## src/rtl/bmw_pkg.sv

```systemverilog
`timescale 1ns/1ps
package bmw_pkg;
    localparam int IO_DW   = 32;
    localparam int LANES   = IO_DW / 8;
    localparam int DESC_W  = IO_DW;
    localparam int SLOT_AW = 3;

    // Status bit positions
    localparam int ST_BUSY = 0;
    localparam int ST_ERR  = 1;
    localparam int ST_INT  = 2;

    typedef struct packed {
        logic              start;
        logic              dir;
        logic [7:0]        stat;
        logic [7:0]        tim;
        logic [DESC_W-1:0] desc;
    } chan_state_t;
endpackage

```

## src/rtl/bmw_decode.sv

```systemverilog
`timescale 1ns/1ps
module bmw_decode #(
    parameter int NUM_CH = 2,
    parameter int CH_W   = 1,
    parameter int ADDR_W = 4
) (
    input  logic [ADDR_W-1:0]        addr,
    input  logic [1:0]               size,
    output logic [CH_W-1:0]          sel_ch,
    output logic                     ch_ok,
    output logic                     hi,
    output logic                     wide,
    output logic [1:0]               off,
    output logic [bmw_pkg::LANES-1:0] lane_be,
    output logic [bmw_pkg::IO_DW-1:0] width_mask
);
    import bmw_pkg::*;

    int nbytes;

    always_comb begin
        sel_ch = addr[ADDR_W-1 -: CH_W];
        ch_ok  = (int'(sel_ch) < NUM_CH);
        hi     = addr[2];
        off    = addr[1:0];
        wide   = (size != 2'd0);
        case (size)
            2'd0:    nbytes = 1;
            2'd1:    nbytes = 2;
            default: nbytes = 4;
        endcase
        for (int k = 0; k < LANES; k++) begin
            lane_be[k] = (k >= int'(off)) && ((k - int'(off)) < nbytes);
        end
        for (int b = 0; b < LANES; b++) begin
            width_mask[8*b +: 8] = (b < nbytes) ? 8'hFF : 8'h00;
        end
    end
endmodule

```

## src/rtl/bmw_chan.sv

```systemverilog
`timescale 1ns/1ps
module bmw_chan (
    input  logic                       clk,
    input  logic                       rst_n,
    input  logic                       cmd_we,
    input  logic                       stat_we,
    input  logic                       tim_we,
    input  logic [bmw_pkg::LANES-1:0]  desc_be,
    input  logic [7:0]                 wbyte,
    input  logic [bmw_pkg::DESC_W-1:0] desc_wdata,
    input  logic                       eng_active,
    input  logic                       eng_irq,
    input  logic                       eng_err,
    output bmw_pkg::chan_state_t       st_q
);
    import bmw_pkg::*;

    chan_state_t st_d;

    always_comb begin
        st_d = st_q;
        if (cmd_we) begin
            st_d.start = wbyte[0];
            st_d.dir   = wbyte[3];
        end
        // keep only the implemented status bits
        st_d.stat = st_q.stat & 8'h67;
        if (stat_we) begin
            st_d.stat[6:5]           = wbyte[6:5];
            st_d.stat[ST_INT:ST_ERR] = st_q.stat[ST_INT:ST_ERR] & ~wbyte[ST_INT:ST_ERR];
        end
        if (cmd_we && !wbyte[0]) begin
            st_d.stat[ST_BUSY] = 1'b0;
        end else if (eng_active) begin
            st_d.stat[ST_BUSY] = 1'b1;
        end
        if (eng_irq) st_d.stat[ST_INT] = 1'b1;
        if (eng_err) st_d.stat[ST_ERR] = 1'b1;
        if (tim_we)  st_d.tim = wbyte;
        for (int b = 0; b < LANES; b++) begin
            if (desc_be[b]) st_d.desc[8*b +: 8] = desc_wdata[8*b +: 8];
        end
        st_d.desc[1:0] = 2'b00;
    end

    always_ff @(posedge clk or negedge rst_n) begin
        if (!rst_n) st_q <= '0;
        else        st_q <= st_d;
    end

    assert_stop_clears_busy_R6: assert property (@(posedge clk) disable iff (!rst_n)
        (cmd_we && !wbyte[0]) |=> !st_q.stat[ST_BUSY]);
    assert_err_sets_R7: assert property (@(posedge clk) disable iff (!rst_n)
        eng_err |=> st_q.stat[ST_ERR]);
    assert_irq_beats_clear_R7: assert property (@(posedge clk) disable iff (!rst_n)
        (eng_irq && stat_we && wbyte[ST_INT]) |=> st_q.stat[ST_INT]);
    assert_w1c_clears_R5: assert property (@(posedge clk) disable iff (!rst_n)
        (stat_we && wbyte[ST_INT] && !eng_irq) |=> !st_q.stat[ST_INT]);
    assert_desc_full_write_R11: assert property (@(posedge clk) disable iff (!rst_n)
        (desc_be == '1) |=> (st_q.desc == {$past(desc_wdata[DESC_W-1:2]), 2'b00}));
endmodule

```

## src/rtl/bmw_mode.sv

```systemverilog
`timescale 1ns/1ps
module bmw_mode #(
    parameter int NUM_CH  = 2,
    parameter int BLK_LSB = 4
) (
    input  logic              clk,
    input  logic              rst_n,
    input  logic              we,
    input  logic [7:0]        wbyte,
    output logic [NUM_CH-1:0] blk_q
);
    logic [NUM_CH-1:0] blk_d;

    always_comb begin
        blk_d = blk_q;
        if (we) blk_d = wbyte[BLK_LSB +: NUM_CH];
    end

    always_ff @(posedge clk or negedge rst_n) begin
        if (!rst_n) blk_q <= '0;
        else        blk_q <= blk_d;
    end

    assert_mode_write_R8: assert property (@(posedge clk) disable iff (!rst_n)
        we |=> (blk_q == $past(wbyte[BLK_LSB +: NUM_CH])));
    assert_mode_hold_R8: assert property (@(posedge clk) disable iff (!rst_n)
        !we |=> $stable(blk_q));
endmodule

```

## src/rtl/bm_dma_regwin.sv

```systemverilog
`timescale 1ns/1ps
module bm_dma_regwin #(
    parameter int NUM_CH   = 2,
    parameter int PEND_LSB = 2,
    parameter int BLK_LSB  = 4,
    localparam int CH_W    = (NUM_CH > 1) ? $clog2(NUM_CH) : 1,
    localparam int ADDR_W  = CH_W + bmw_pkg::SLOT_AW
) (
    input  logic                      clk,
    input  logic                      rst_n,
    input  logic [ADDR_W-1:0]         io_addr,
    input  logic [1:0]                io_size,
    input  logic                      io_rd,
    input  logic                      io_wr,
    input  logic [bmw_pkg::IO_DW-1:0] io_wdata,
    output logic [bmw_pkg::IO_DW-1:0] io_rdata,
    input  logic [NUM_CH-1:0]         eng_active,
    input  logic [NUM_CH-1:0]         eng_irq,
    input  logic [NUM_CH-1:0]         eng_err,
    input  logic [NUM_CH-1:0]         irq_pend,
    output logic [NUM_CH-1:0]         cmd_start,
    output logic [NUM_CH-1:0]         cmd_dir,
    output logic [NUM_CH-1:0]         blk_mask,
    output logic                      irq_out
);
    import bmw_pkg::*;

    logic [CH_W-1:0]  sel_ch;
    logic             ch_ok, hi, wide;
    logic [1:0]       off;
    logic [LANES-1:0] lane_be;
    logic [IO_DW-1:0] width_mask;
    logic             byte_ok;
    logic             mode_we;
    logic [7:0]       mode_byte;
    logic [DESC_W-1:0] desc_wdata;

    chan_state_t            ch_q   [NUM_CH];
    logic [NUM_CH-1:0][7:0] tim_all;
    logic [NUM_CH-1:0]      cmd_we_v, stat_we_v, tim_we_v;
    logic [LANES-1:0]       desc_be_v [NUM_CH];

    bmw_decode #(.NUM_CH(NUM_CH), .CH_W(CH_W), .ADDR_W(ADDR_W)) u_dec (
        .addr       (io_addr),
        .size       (io_size),
        .sel_ch     (sel_ch),
        .ch_ok      (ch_ok),
        .hi         (hi),
        .wide       (wide),
        .off        (off),
        .lane_be    (lane_be),
        .width_mask (width_mask)
    );

    assign byte_ok    = io_wr && ch_ok && !hi && !wide;
    assign mode_we    = byte_ok && (off == 2'd1);
    assign desc_wdata = io_wdata << (8 * off);

    generate
        for (genvar g = 0; g < NUM_CH; g++) begin : g_ch
            logic hit;
            assign hit          = (int'(sel_ch) == g);
            assign cmd_we_v[g]  = byte_ok && hit && (off == 2'd0);
            assign stat_we_v[g] = byte_ok && hit && (off == 2'd2);
            assign tim_we_v[g]  = byte_ok && hit && (off == 2'd3);
            assign desc_be_v[g] = (io_wr && ch_ok && hi && hit) ? lane_be : '0;

            bmw_chan u_chan (
                .clk        (clk),
                .rst_n      (rst_n),
                .cmd_we     (cmd_we_v[g]),
                .stat_we    (stat_we_v[g]),
                .tim_we     (tim_we_v[g]),
                .desc_be    (desc_be_v[g]),
                .wbyte      (io_wdata[7:0]),
                .desc_wdata (desc_wdata),
                .eng_active (eng_active[g]),
                .eng_irq    (eng_irq[g]),
                .eng_err    (eng_err[g]),
                .st_q       (ch_q[g])
            );

            assign cmd_start[g] = ch_q[g].start;
            assign cmd_dir[g]   = ch_q[g].dir;
            assign tim_all[g]   = ch_q[g].tim;
        end
    endgenerate

    bmw_mode #(.NUM_CH(NUM_CH), .BLK_LSB(BLK_LSB)) u_mode (
        .clk   (clk),
        .rst_n (rst_n),
        .we    (mode_we),
        .wbyte (io_wdata[7:0]),
        .blk_q (blk_mask)
    );

    always_comb begin
        mode_byte = '0;
        mode_byte[PEND_LSB +: NUM_CH] = irq_pend;
        mode_byte[BLK_LSB  +: NUM_CH] = blk_mask;
    end

    assign irq_out = |(irq_pend & ~blk_mask);

    always_comb begin
        io_rdata = '0;
        if (io_rd && ch_ok) begin
            if (hi) begin
                io_rdata = (ch_q[sel_ch].desc >> (8 * off)) & width_mask;
            end else if (wide) begin
                io_rdata = width_mask;
            end else begin
                case (off)
                    2'd0: io_rdata[7:0] = {4'b0, ch_q[sel_ch].dir, 2'b0, ch_q[sel_ch].start};
                    2'd1: io_rdata[7:0] = mode_byte;
                    2'd2: io_rdata[7:0] = ch_q[sel_ch].stat;
                    default: io_rdata[7:0] = ch_q[sel_ch].tim;
                endcase
            end
        end
    end

    assert_wide_write_ignored_R3: assert property (@(posedge clk) disable iff (!rst_n)
        (io_wr && !hi && wide) |=> ($stable(blk_mask) && $stable(tim_all) && $stable(cmd_start) && $stable(cmd_dir)));
    assert_one_cmd_strobe_R2: assert property (@(posedge clk) disable iff (!rst_n)
        $onehot0(cmd_we_v | stat_we_v | tim_we_v));
endmodule

```

## config.mk

```make
export PLATFORM = sky130hd
export DESIGN_NAME = bm_dma_regwin
export DESIGN_NICKNAME = d
export VERILOG_FILES = /design/src/rtl/bmw_pkg.sv /design/src/rtl/bmw_decode.sv /design/src/rtl/bmw_chan.sv /design/src/rtl/bmw_mode.sv /design/src/rtl/bm_dma_regwin.sv
export SDC_FILE = /design/constraint.sdc
export NUM_CORES = 1
export LEC_CHECK = 0
export BUFFER_PORTS_ARGS = -buffer_cell sky130_fd_sc_hd__buf_2
export CORE_UTILIZATION = 50
export DETAILED_ROUTE_END_ITERATION = 8
export GPL_TIMING_DRIVEN = 0
export PLACE_DENSITY = 0.72
export SETUP_SLACK_MARGIN = 0.1
export SLEW_MARGIN = 25
export SYNTH_ARGS = -nofsm -noshare
export SYNTH_HDL_FRONTEND = slang
export SYNTH_SLANG_ARGS = --single-unit
export TNS_END_PERCENT = 20
```

## constraint.sdc

```tcl
create_clock -name clk -period 2.5 [get_ports clk]
set_input_delay 0.375 -clock clk [delete_from_list [all_inputs] [get_ports clk]]
set_output_delay 0.375 -clock clk [all_outputs]
set_load 0.02 [all_outputs]
```

# Word-level counts from Yosys, hierarchy flattened
# Index checks and enable logic that the tools add are counted.
# word_totals
register_bits	92
wordCells	110
# op_classes
n_addsub	4
magnitude_cmp	12
n_eq_ne	4
shift	2
n_mux	25
bitwise	8
n_reduce_logical	32
# ops
operator	count
$mux W50	3
$lt A32 B4 Y1	4
$mux W32	2
$mux W8	5
$and A32 B32 Y32	1
$shl A32 B5 Y32	1
$shr A32 B5 Y32	1
$mux W24	1
$pmux W8 S3	1
$logic_and A1 B1 Y1	19
$reduce_bool A2 Y1	7
$mux W1	8
$mux W4	2
$and A2 B2 Y2	3
$lt A1 B3 Y1 const A	2
$lt A2 B3 Y1 const A	2
$pmux W3 S2	1
$sub A1 B2 Y3 const A	2
$sub A2 B2 Y3 const A	2
$eq A2 B1 Y1 const B	2
$eq A2 B2 Y1 const B	2
$ge A1 B2 Y1 const A	2
$logic_not A2 Y1	2
$mux W2	2
7 further kinds	10

# Depth between registers and ports, before layout
# Gate-level depths: netlist of run 1.
# logic_depth
ltp_word	8
mapped_depth	11
ltp_nobuf	8

# Modules after synthesis
# Synthesis of run 1 repeated with hierarchy kept, for this count alone.
# hier_totals
cells_unflattened	602
hier_area_um2	6786.5
# by_module_without_submodules
module	n_inst	cells_each	area_each_um2
bmw_chan	2	105	1874.3
bm_dma_regwin	1	327	2481.1
bmw_decode	1	61	484.2
bmw_mode	1	4	72.6

# Worst setup path before layout of run 1
# OpenSTA, ideal clock, no wires.
# synth_timing
path_type	input to register
startpoint	input io_addr[0]
endpoint	register g_ch[0].u_chan.st_q[18] in the netlist's numbering
t_arrival_ps	2724
required_time_ps	2372
slack_ps	-351
path_stages	11
path_buffers	3
cell_sequence	buf_2 > buf_2 > buf_1 > inv_1 > ha_1 > inv_1 > ha_1 > nor3b_1 > a211oi_1 > nand2_1 > mux2_1
# synth_between
elab_chain_len	4
word_cells_on_any_way	6
classes_between	1 x add/sub; 2 x order compare; 1 x shift; 1 x mux; 1 x reduce/logical
# synth_rtl
item	line_no	source
start, declared	bm_dma_regwin.sv:11	input logic [ADDR_W-1:0] io_addr,
$sub A2 B2 Y3	bmw_decode.sv:33	lane_be[k] = (k >= int'(off)) && ((k - int'(off)) < nbytes);
$lt A32 B4 Y1	bmw_decode.sv:33	
$logic_and A1 B1 Y1	bmw_decode.sv:33	
$mux W4	bm_dma_regwin.sv:66	assign desc_be_v[g] = (io_wr && ch_ok && hi && hit) ? lane_be : '0;
end signal, assigned	bmw_chan.sv:48	else st_q <= st_d;
end, declared	bmw_chan.sv:14	output bmw_pkg::chan_state_t st_q
# Parallel ways exist; a longest one is shown, timed or not.
# A chain may end at the register's enable or synchronous reset.

# Final worst setup path of run 1
# Same ends and word-level chain as after synthesis.

==> results of run 1 <==
==> cell families after synthesis <==
| logic type | after synthesis | synth area share (%) |
|---|---|---|
| multiplexers | 138 | 31.6 |
| AO/OA/AOI/OAI | 103 | 11.1 |
| adder cells (fa/ha/maj) | 11 | 2.46 |
| AND/OR/NAND/NOR | 122 | 10.4 |
| flip-flops | 92 | 41.1 |
| buffers and inverters | 41 | 3.37 |
==> repair_timing <==
action,in CTS,in global routing
pin swaps,1,2
setup endpoints to repair,48,48
gates cloned,0,0
hold endpoints to repair,30,0
hold buffers,1,0
resized for setup,27,27
buffers inserted,8,4
==> sequential cells by signal, summed over array words and instances (netlist names) <==
register          flops
u_mode.blk_q          2
g_ch.u_chan.st_q     90
==> per-layer routing <==
layer / vias up / share of wire [%] / wire length, um / GRT usage (%)
met5: - / 0 / 0 / 0
met4: 0 / 3.8 / 658 / 17.9
met3: 52 / 9.2 / 1570 / 6.96
met2: 274 / 47 / 8010 / 48.8
met1: 2385 / 40 / 6870 / 39.7
li1: 2089 / - / - / -
==> through the flow <==
| step | total power (W) | setup TNS [ns] |
|---|---|---|
| 6_report | 0.00422 | 0 |
| 5_1_grt | 0.00440 | 0 |
| 4_1_cts | 0.00417 | 0 |
| 3_5_place_dp | 0.00321 | -18.87 |
| 3_3_place_gp | 0.00314 | -17.66 |
| 2_1_floorplan | 0.00278 | 0 |
==> power by group through the flow <==
| stage | combinational (W) | clock (W) | sequential, W |
|---|---|---|---|
| CTS | 0.00125 | 0.000954 | 0.00197 |
| floorplan | 0.000846 | 0 | 0.00193 |
| global route | 0.00137 | 0.00101 | 0.00201 |
| finish | 0.00128 | 0.000954 | 0.00198 |
| detailed placement | 0.00120 | 0 | 0.00200 |
| global placement | 0.00117 | 0 | 0.00197 |
==> worst min-delay path by stage <==
stage | from | end | slack, ns | cells past startpoint
after floorplan | rst_n | g_ch[0].u_chan.st_q[10] | 0.08 | 0
after global placement | g_ch[0].u_chan.st_q[42] | g_ch[0].u_chan.st_q[42] | 0.46 | 1
after detailed placement | rst_n | g_ch[0].u_chan.st_q[48] | 0.28 | 1
after CTS | eng_err[0] | g_ch[0].u_chan.st_q[41] | 0.18 | 2
after global routing | eng_err[1] | g_ch[1].u_chan.st_q[41] | 0.19 | 2
final | eng_err[0] | g_ch[0].u_chan.st_q[41] | 0.19 | 2
==> layout make-up <==
class                           count  area share (%)
Multi-Input combinational cell    374            47.9
Buffer                             34            3.57
Tap cell                          140            2.60
Timing Repair Buffer              102            8.61
Clock inverter                      5           0.521
Sequential cell                    92            34.2
Clock buffer                       11            2.10
Inverter                            7           0.502
==> synth_stat cells (3+ instances only) <==
library cell / number
inv_1: 7
nor2b_1: 13
mux2i_1: 26
clkbuf_1: 15
a211oi_1: 10
o22ai_1: 8
mux4_2: 22
ha_1: 11
mux2_2: 89
nor3_1: 4
nand3_1: 4
nand2_1: 60
a22oi_1: 5
a21o_1: 4
buf_2: 10
dfrtp_1: 92
o21ai_0: 28
buf_4: 6
nor2_1: 17
and3_1: 4
a21oi_1: 36
nand2_2: 3
buf_1: 3
==> flow_summary_export.csv, run 1 <==
group,metric,value,unit
clock_network,clockBufferDepth,2,
min_path,min_path_type,"in2reg",
clock_network,cts_tree,"built",
synthesis,yosysWarnings,0,
sta,rsz0062_at_grt,"yes",
critical_path,cp.required,2.76,ns
sta,setup_violations,0,
finish,final_nets,681,
synthesis,synth_flop_cell,"dfrtp_1",
floorplan,coreArea,0.0109,sq mm
global_route,overflow,0,
critical_path,slowest_stage,"mux2_4",
place,port_buffers,88,
synthesis,avgSynthCellArea,11.0,sq um
global_route,antenna_found_initial,0,
finish,fill_cells,916,
synthesis,synth_async_sr_flop_share,100,%
critical_path,critPathMaxStageDelay,0.33,ns
critical_path,setup.worst_path.class,"in2reg",
detailed_routing,drc_errors,0,
critical_path,r2r_slack,1.69,ns
status,status,"complete, no violations",
pwr,power_density,627,mW/mm^2
finish,utilization,61.8,%
sta,period_minus_slack,2.40,ns
critical_path,r2r-end,"g_ch[0].u_chan.st_q[18]",
clock_network,cts_sinks,92,
critical_path,crit_end,"g_ch[0].u_chan.st_q[18]",
floorplan,die_width,108,um
sta,period_share,96.1,%
detailed_routing,wl_per_cell,22.4,um
synthesis,yosys-top-cells-area,"dfrtp_1, mux2_2, mux4_2",
critical_path,timing.rr.start,"g_ch[0].u_chan.st_q[18]",
critical_path,crit_family,"buffers and inverters",
finish,ff_latch_area,0.00230,sq mm
critical_path,crit_path_start,"io_addr[0]",
sta,finalHoldViolCount,0,
global_route,grt_max_degree,63,
pwr,intPower,0.00281,W
critical_path,reg2regPathDepth,1,
detailed_routing,antenna_left,0,
pwr,p_comb_share,30.4,%
synthesis,ys_types,45,
finish,drive_above_1_share,44.6,%
synthesis,synth_top_cell_by_area,"dfrtp_1",
critical_path,crit_cells,13,
sta,max-slew-margin-rel,45.1,%
global_route,grt_pass1_wl,26.3,mm
pwr,p_leak,3.06,nW
synthesis,synthesis.nets,568,
detailed_routing,routed_wl,17.1,mm
floorplan,initial_utilization,51.4,%
sta,slew_viol_final,0,
pwr,swShare,33.4,%
finish,synthToLayoutAreaGrowth,20.1,%
finish,multi_input_area,0.00322,sq mm
place,dp_hpwl,12.4,mm
sta,fin_ws,0.0967,ns
sta,fin_worst_hold_slack,0.185,ns
critical_path,endpoint_kind,"flip-flop",
synthesis,synth_cells,507,
synthesis,synth-seq-cells,92,
synthesis,synth_top_cell_area_share,41.1,%
clock_network,h-tree-depth,3,
critical_path,crit_path_start_kind,"input pin",
detailed_routing,via_count,4800,
clock_network,cts_made_buffers,9,
synthesis,seq_area_frac_synth,41.1,%
finish,antenna_cells,0,
critical_path,critPathArrivalTime,2.66,ns
pwr,clockPowerShare,22.6,%
sta,fmax,0.416,GHz
place,dp.cells,736,
critical_path,path_cells,"buf_4, buf_8, buf_12, buf_12, clkinvlp_4, ha_4, inv_1, ha_1, nor3b_2, a211oi_2, buf_4, nand2_8, mux2_4",
floorplan,rows,38,
finish,instances_no_fill,765,
sta,fin_skew,0,ns
place,placedInstanceArea,0.00628,sq mm
finish,design_area,0.00673,sq mm
global_route,grtUsageTotal,31.2,%
detailed_routing,first_iter_violations,407,
finish,mostFrequentLayoutCell,"dfrtp_1",
flow_run,drv_cap,0,
synthesis,synth_edf_count,0,
sta,max_slew.worst_pin.slew,0.817,ns
detailed_routing,viasPerCell,6.27,
clock_network,clockRootBuffer,"clkbuf_8",
critical_path,cp.buffers_inverters,7,
detailed_routing,first_pass_iters,5,
floorplan,die_h,108,um
synthesis,syn_area,0.00560,sq mm
floorplan,fp.dieArea,0.0116,sq mm
place,place.gp.congestion,0.933,
pwr,power.switching,0.00141,W
critical_path,worstPathMaxFanout,10,
floorplan,io-pin-count,89,
global_route,grt_pass1_vias,4787,
pwr,p_seq_share,47.0,%
place,dp_slack,-0.677,ns
clock_network,insertion_delay,0.36,ns
finish,final_cell_mix,"dfrtp_1, buf_2, mux2_2",
clock_network,path_clk_slew,0.09,ns
pwr,vdd_ir_drop_max,0.000333,V
No activity file was read; power rests on OpenSTA's default activity.
==> inputs of run 2 (changes only) <==
--- a/config.mk
+++ b/config.mk
@@ -5,6 +5,7 @@
 export SDC_FILE = /design/constraint.sdc
 export NUM_CORES = 1
 export LEC_CHECK = 0
+export ABC_AREA = 1
 export BUFFER_PORTS_ARGS = -buffer_cell sky130_fd_sc_hd__buf_2
 export CORE_UTILIZATION = 50
 export DETAILED_ROUTE_END_ITERATION = 8
==> run 2 against run 1 <==
Effect of this change:
- clock skew unchanged
- sequential power down 5%
- register-to-register slack improved by 0.09 ns
- critical path depth fell by 2
- sequential cell count unchanged
- die area grew 1.1%
- sequential share of layout area grew 0.19 points
- non-clock buffer count decreased by 4
- hold slack improved by 0.029 ns
- synthesized area grew 1.1%
- synthesized cell count up 66%
- critical path type is now in2out
- largest cell class unchanged
==> flow_summary_export.csv, run 2 <==
group,metric,value,unit
clock_network,cts_tree,"built",
place,dp_hpwl,14.5,mm
min_path,min_path_type,"in2reg",
synthesis,synth_top_cell_area_share,40.6,%
detailed_routing,antenna_left,0,
detailed_routing,first_iter_violations,567,
sta,slew_viol_final,0,
global_route,grt_pass1_vias,5551,
finish,largest_reg_flops,90,
synthesis,synth_cells,842,
critical_path,critPathArrivalTime,2.02,ns
synthesis,yosysWarnings,0,
clock_network,insertion_delay,0.35,ns
sta,rsz0062_at_grt,"yes",
critical_path,crit_path_start_kind,"input pin",
detailed_routing,drc_errors,0,
finish,synthToLayoutAreaGrowth,18.1,%
floorplan,die_h,108,um
clock_network,post_cts_buffers,0,
critical_path,cp.required,2.12,ns
place,place.gp.congestion,0.952,
sta,setup_violations,0,
detailed_routing,via_count,6045,
floorplan,die_width,108,um
synthesis,yosysMostFrequentCell,"nand2_1",
critical_path,endpoint_kind,"output port",
detailed_routing,first_pass_iters,6,
floorplan,rows,38,
synthesis,synth_async_sr_flop_share,100,%
synthesis,synth_edf_count,0,
finish,final_cell_mix,"nand2_1, buf_2, dfrtp_1",
pwr,vdd_ir_drop_max,0.000530,V
sta,fmax,0.417,GHz
synthesis,ys_types,27,
global_route,antenna_found_initial,0,
synthesis,seq_area_frac_synth,40.6,%
floorplan,io-pin-count,89,
synthesis,synth_top_cell_by_area,"dfrtp_1",
sta,max-slew-margin-rel,46.3,%
sta,fin_skew,0,ns
finish,antenna_cells,0,
pwr,p_leak,3.46,nW
sta,period_share,95.9,%
global_route,grt_pass1_wl,29.3,mm
status,status,"complete, no violations",
floorplan,coreArea,0.0109,sq mm
finish,drive_above_1_share,15.8,%
sta,period_minus_slack,2.40,ns
place,dp.cells,1069,
detailed_routing,routed_wl,19.1,mm
finish,regMostFlops,"g_ch.u_chan.st_q",
sta,finalHoldViolCount,0,
synthesis,synthTopCellsByCount,"nand2_1, dfrtp_1, nand3_1",
sta,finalSetupTns,0,ns
global_route,grtUsageTotal,34.2,%
clock_network,clockRootBuffer,"clkbuf_16",
clock_network,path_clk_slew,0.07,ns
global_route,grt_max_degree,59,
pwr,power_density,667,mW/mm^2
finish,mostFrequentLayoutCell,"nand2_1",
finish,final_nets,1002,
clock_network,h-tree-depth,3,
synthesis,syn_area,0.00567,sq mm
flow_run,drv_cap,0,
finish,instances_no_fill,1086,
synthesis,synth-seq-cells,92,
clock_network,cts_made_buffers,9,
synthesis,avgSynthCellArea,6.73,sq um
clock_network,clockBufferDepth,2,
global_route,overflow,0,
detailed_routing,wl_per_cell,17.6,um
floorplan,fp.dieArea,0.0118,sq mm
finish,reg.largest.list,"g_ch.u_chan.st_q: 90 flops, u_mode.blk_q: 2 flops",
sta,max_slew.worst_pin.slew,0.801,ns
synthesis,synthesis.nets,903,
place,port_buffers,86,
floorplan,initial_utilization,51.8,%
critical_path,setup.worst_path.class,"in2out",
detailed_routing,viasPerCell,5.57,
critical_path,worstPathMaxFanout,12,
synthesis,yosys-top-cells-area,"dfrtp_1, nand2_1, nand3_1",
synthesis,synth_flop_cell,"dfrtp_1",
clock_network,cts_sinks,92,
==> run 2: where the power goes <==
part	leakage (nW)	internal (W)	switching (W)	total (W)
logic	2.14	0.000372	0.000750	0.00112
registers	1.17	0.00175	0.000142	0.00189
clock network	0.151	0.000877	0.000577	0.00145
==> run 2: cells by family after synthesis <==
family / Yosys count / synth area share, %
buf+inv: 103 / 7.46
fa+ha+maj: 11 / 2.43
simple gates: 502 / 37.0
compound gates: 134 / 12.4
flops: 92 / 40.6
==> run 2: critical path, cell delays in order <==
cell,delay (ns)
clkbuf_4,0.17
inv_2,0.17
clkbuf_4,0.28
ha_2,0.27
nand3_1,0.15
nand2_1,0.10
nand2_1,0.07
nand2_1,0.06
nand2_1,0.05
nor2_1,0.13
buf_2,0.18
==> run 2: layout make-up <==
class	instances	area (sq um)
fillers	1085	4240
multi-input cells	647	2970
flip-flops and latches	92	2300
repair buffers	88	477
clock buffers	12	236
plain buffers	44	235
inverters	59	221
well taps	140	175
clock inverters	4	73.8
==> run 2: worst paths after layout <==
kind | startpoint | to | slack [ns] | cells after the start
setup / recovery | io_addr[0] | io_rdata[2] | 0.10 | 11
hold / removal | eng_irq[1] | g_ch[1].u_chan.st_q[42] | 0.21 | 2
setup reg to reg | u_mode.blk_q[1] | u_mode.blk_q[1] | 1.78 | 2
hold reg to reg | g_ch[1].u_chan.st_q[21] | g_ch[1].u_chan.st_q[21] | 0.48 | 2
max in group asynchronous | rst_n | g_ch[1].u_chan.st_q[28] | 1.43 | 3
min in group asynchronous | rst_n | u_mode.blk_q[1] | 0.47 | 2
==> run 2: timing repair <==
action | CTS | global route
setup endpoints to repair | 61 | 54
hold buffers | 1 | 0
endpoints found under the hold margin | 34 | 0
gates resized for setup | 15 | 19
pin swaps | 0 | 1
==> run 2: routing by layer <==
layer / GRT usage (%) / vias to the layer above / wire [um] / share of wire, %
li1: - / 2921 / - / -
met5: 0 / - / 0 / 0
met2: 51.3 / 306 / 8390 / 44
met4: 17.0 / 0 / 819 / 4.3
met3: 8.56 / 53 / 1920 / 10
met1: 45.8 / 2765 / 7940 / 42
==> run 2: stage by stage <==
| stage | cell area (sq um) | util, % | hold slack (ns) | total power, W | setup WS, ns |
|---|---|---|---|---|---|
| 2_1_floorplan | 5670 | - | 0.0794 | 0.00260 | 0.210 |
| 3_3_place_gp | 6270 | 57.3 | 0.456 | 0.00297 | -0.444 |
| 3_5_place_dp | 6300 | 57.7 | 0.292 | 0.00299 | -0.500 |
| 4_1_cts | 6660 | 60.9 | 0.204 | 0.00446 | 0.0458 |
| 5_1_grt | 6690 | 61.2 | 0.214 | 0.00471 | 0.0338 |
| 6_report | 6690 | 61.2 | 0.214 | 0.00447 | 0.102 |
==> inputs of run 3 (changes only) <==
--- a/config.mk
+++ b/config.mk
@@ -7,10 +7,10 @@
 export LEC_CHECK = 0
 export ABC_AREA = 1
 export BUFFER_PORTS_ARGS = -buffer_cell sky130_fd_sc_hd__buf_2
-export CORE_UTILIZATION = 50
+export CORE_UTILIZATION = 58
 export DETAILED_ROUTE_END_ITERATION = 8
 export GPL_TIMING_DRIVEN = 0
-export PLACE_DENSITY = 0.72
+export PLACE_DENSITY = 0.81
 export SETUP_SLACK_MARGIN = 0.1
 export SLEW_MARGIN = 25
 export SYNTH_ARGS = -nofsm -noshare
==> run 3 against run 2 <==
Effect of this change:
- critical path type unchanged
- combinational power about the same
- cell count decreased by 1.0%
- fmax decreased by 2.4%
- largest cell class unchanged
- clock skew unchanged
- hold slack got worse by 0.024 ns
- highest routed layer unchanged
- non-clock buffer count unchanged
- die area decreased by 14%
- register-to-register slack about the same
- setup slack got worse by 0.060 ns
- critical path depth decreased by 1
==> flow_summary_export.csv, run 3 (synthesis gave the netlist of run 2 again) <==
group,metric,value,unit
critical_path,setup.worst_path.class,"in2out",
sta,setup_violations,0,
pwr,p_leak,3.43,nW
global_route,grt_busiest_layer,"met2",
place,dp_hpwl,15.0,mm
clock_network,clockRootBuffer,"clkbuf_8",
floorplan,rows,35,
finish,final_nets,1002,
critical_path,worstPathMaxFanout,13,
critical_path,critPathArrivalTime,2.08,ns
pwr,vdd_ir_drop_max,0.000433,V
global_route,grt_pass1_vias,5961,
critical_path,reg2regPathDepth,2,
detailed_routing,viasPerCell,5.93,
detailed_routing,first_iter_violations,674,
sta,period_minus_slack,2.46,ns
sta,slew_viol_final,0,
global_route,met1_usage,52.3,%
critical_path,crit_path_start,"io_addr[1]",
sta,fin_skew,0,ns
floorplan,initial_utilization,60.5,%
finish,antenna_cells,0,
detailed_routing,drc_errors,0,
floorplan,io-pin-count,89,
critical_path,crit_path_start_kind,"input pin",
detailed_routing,wl_per_cell,18.4,um
floorplan,fp.dieArea,0.0102,sq mm
place,dp_slack,-0.588,ns
clock_network,cts_made_buffers,9,
min_path,hold_depth,2,
critical_path,timing.rr.start,"u_mode.blk_q[1]",
finish,synthToLayoutAreaGrowth,16.6,%
detailed_routing,via_count,6377,
clock_network,post_cts_buffers,0,
critical_path,cp.required,2.12,ns
floorplan,die_h,101,um
min_path,min_from,"eng_irq[0]",
place,port_buffers,86,
finish,regMostFlops,"g_ch.u_chan.st_q",
detailed_routing,first_pass_iters,6,
global_route,use_met2,61.2,%
sta,rsz0062_at_grt,"yes",
flow_run,drv_cap,0,
finish,final_cell_mix,"nand2_1, buf_2, dfrtp_1",
clock_network,path_clk_slew,0.10,ns
place,place.gp.congestion,1.02,
global_route,overflow,0,
global_route,antenna_found_initial,0,
clock_network,clockBufferDepth,2,
critical_path,endpoint_kind,"output port",
sta,max_slew.worst_pin.slew,0.857,ns
clock_network,cts_tree,"built",
finish,mostFrequentLayoutCell,"nand2_1",
global_route,grtUsageTotal,40.6,%
sta,max-slew-margin-rel,42.6,%
global_route,grt_max_degree,64,
detailed_routing,antenna_left,0,
pwr,power_density,635,mW/mm^2
global_route,use_met3,8.04,%
sta,fmax,0.407,GHz
floorplan,coreArea,0.00937,sq mm
sta,period_share,98.3,%
detailed_routing,routed_wl,19.7,mm
finish,reg.largest.list,"g_ch.u_chan.st_q: 90 flops, u_mode.blk_q: 2 flops",
sta,finalHoldViolCount,0,
floorplan,die_width,101,um
min_path,min_path_type,"in2reg",
clock_network,cts_sinks,92,
clock_network,h-tree-depth,3,
status,status,"complete, no violations",
clock_network,insertion_delay,0.37,ns
finish,drive_above_1_share,16.8,%
sta,fin_ws,0.0418,ns
global_route,grt_pass1_wl,30.5,mm
finish,utilization,70.5,%
finish,largest_reg_flops,90,
## run 3: cell type report
type	instances	area, sq um
fillers	827	2770
multi-input cells	647	2990
repair buffers	88	474
clock buffers	9	124
clock inverters	7	97.6
well taps	129	161
inverters	59	221
plain buffers	44	236
flip-flops and latches	92	2300
## run 3: routing by layer
layer  vias up  share of wire [%]
met3        92                 11
li1       2925                  -
met4         0                6.7
met2       424                 44
met5         -                  0
met1      2936                 39
## run 3: worst max-delay path: stages
cell and delay [ns]:
buf_2 0.14, clkbuf_4 0.22, inv_2 0.14, clkbuf_8 0.21
ha_2 0.27, a21oi_1 0.08, a21oi_1 0.15, o21ai_0 0.12
nor2_1 0.17, buf_2 0.19
## run 3: stage by stage
stage | cells | power [W] | area, sq um | hold slack, ns | setup TNS [ns]
3_5_place_dp | 1058 | 0.00300 | 6290 | 0.268 | -27.67
6_report | 1075 | 0.00419 | 6610 | 0.189 | 0
2_1_floorplan | 842 | 0.00260 | 5670 | 0.0794 | 0
5_1_grt | 1075 | 0.00439 | 6610 | 0.200 | -0.0151
3_3_place_gp | 1057 | 0.00296 | 6260 | 0.455 | -26.52
4_1_cts | 1075 | 0.00414 | 6570 | 0.196 | 0
## run 3: timing repair
| item | CTS | global route |
|---|---|---|
| pin swaps | 0 | 0 |
| endpoints found under the setup margin | 75 | 69 |
| hold buffers | 1 | 0 |
| hold endpoints to repair | 29 | 0 |
| resized for setup | 19 | 24 |
## run 3: power by group
part	total [W]	switching (W)	internal (W)
clock	0.00116	0.000591	0.000569
combinational	0.00114	0.000771	0.000373
sequential	0.00189	0.000143	0.00175
## run 3: final timing paths
check	slack, ns	end
worst min register to register	0.48	g_ch[1].u_chan.st_q[21]
min in group asynchronous	0.43	g_ch[0].u_chan.st_q[35]
worst min-delay path	0.19	g_ch[0].u_chan.st_q[42]
max in group asynchronous	1.47	g_ch[1].u_chan.st_q[20]
worst max-delay path	0.04	io_rdata[4]
worst max register to register	1.77	u_mode.blk_q[1]
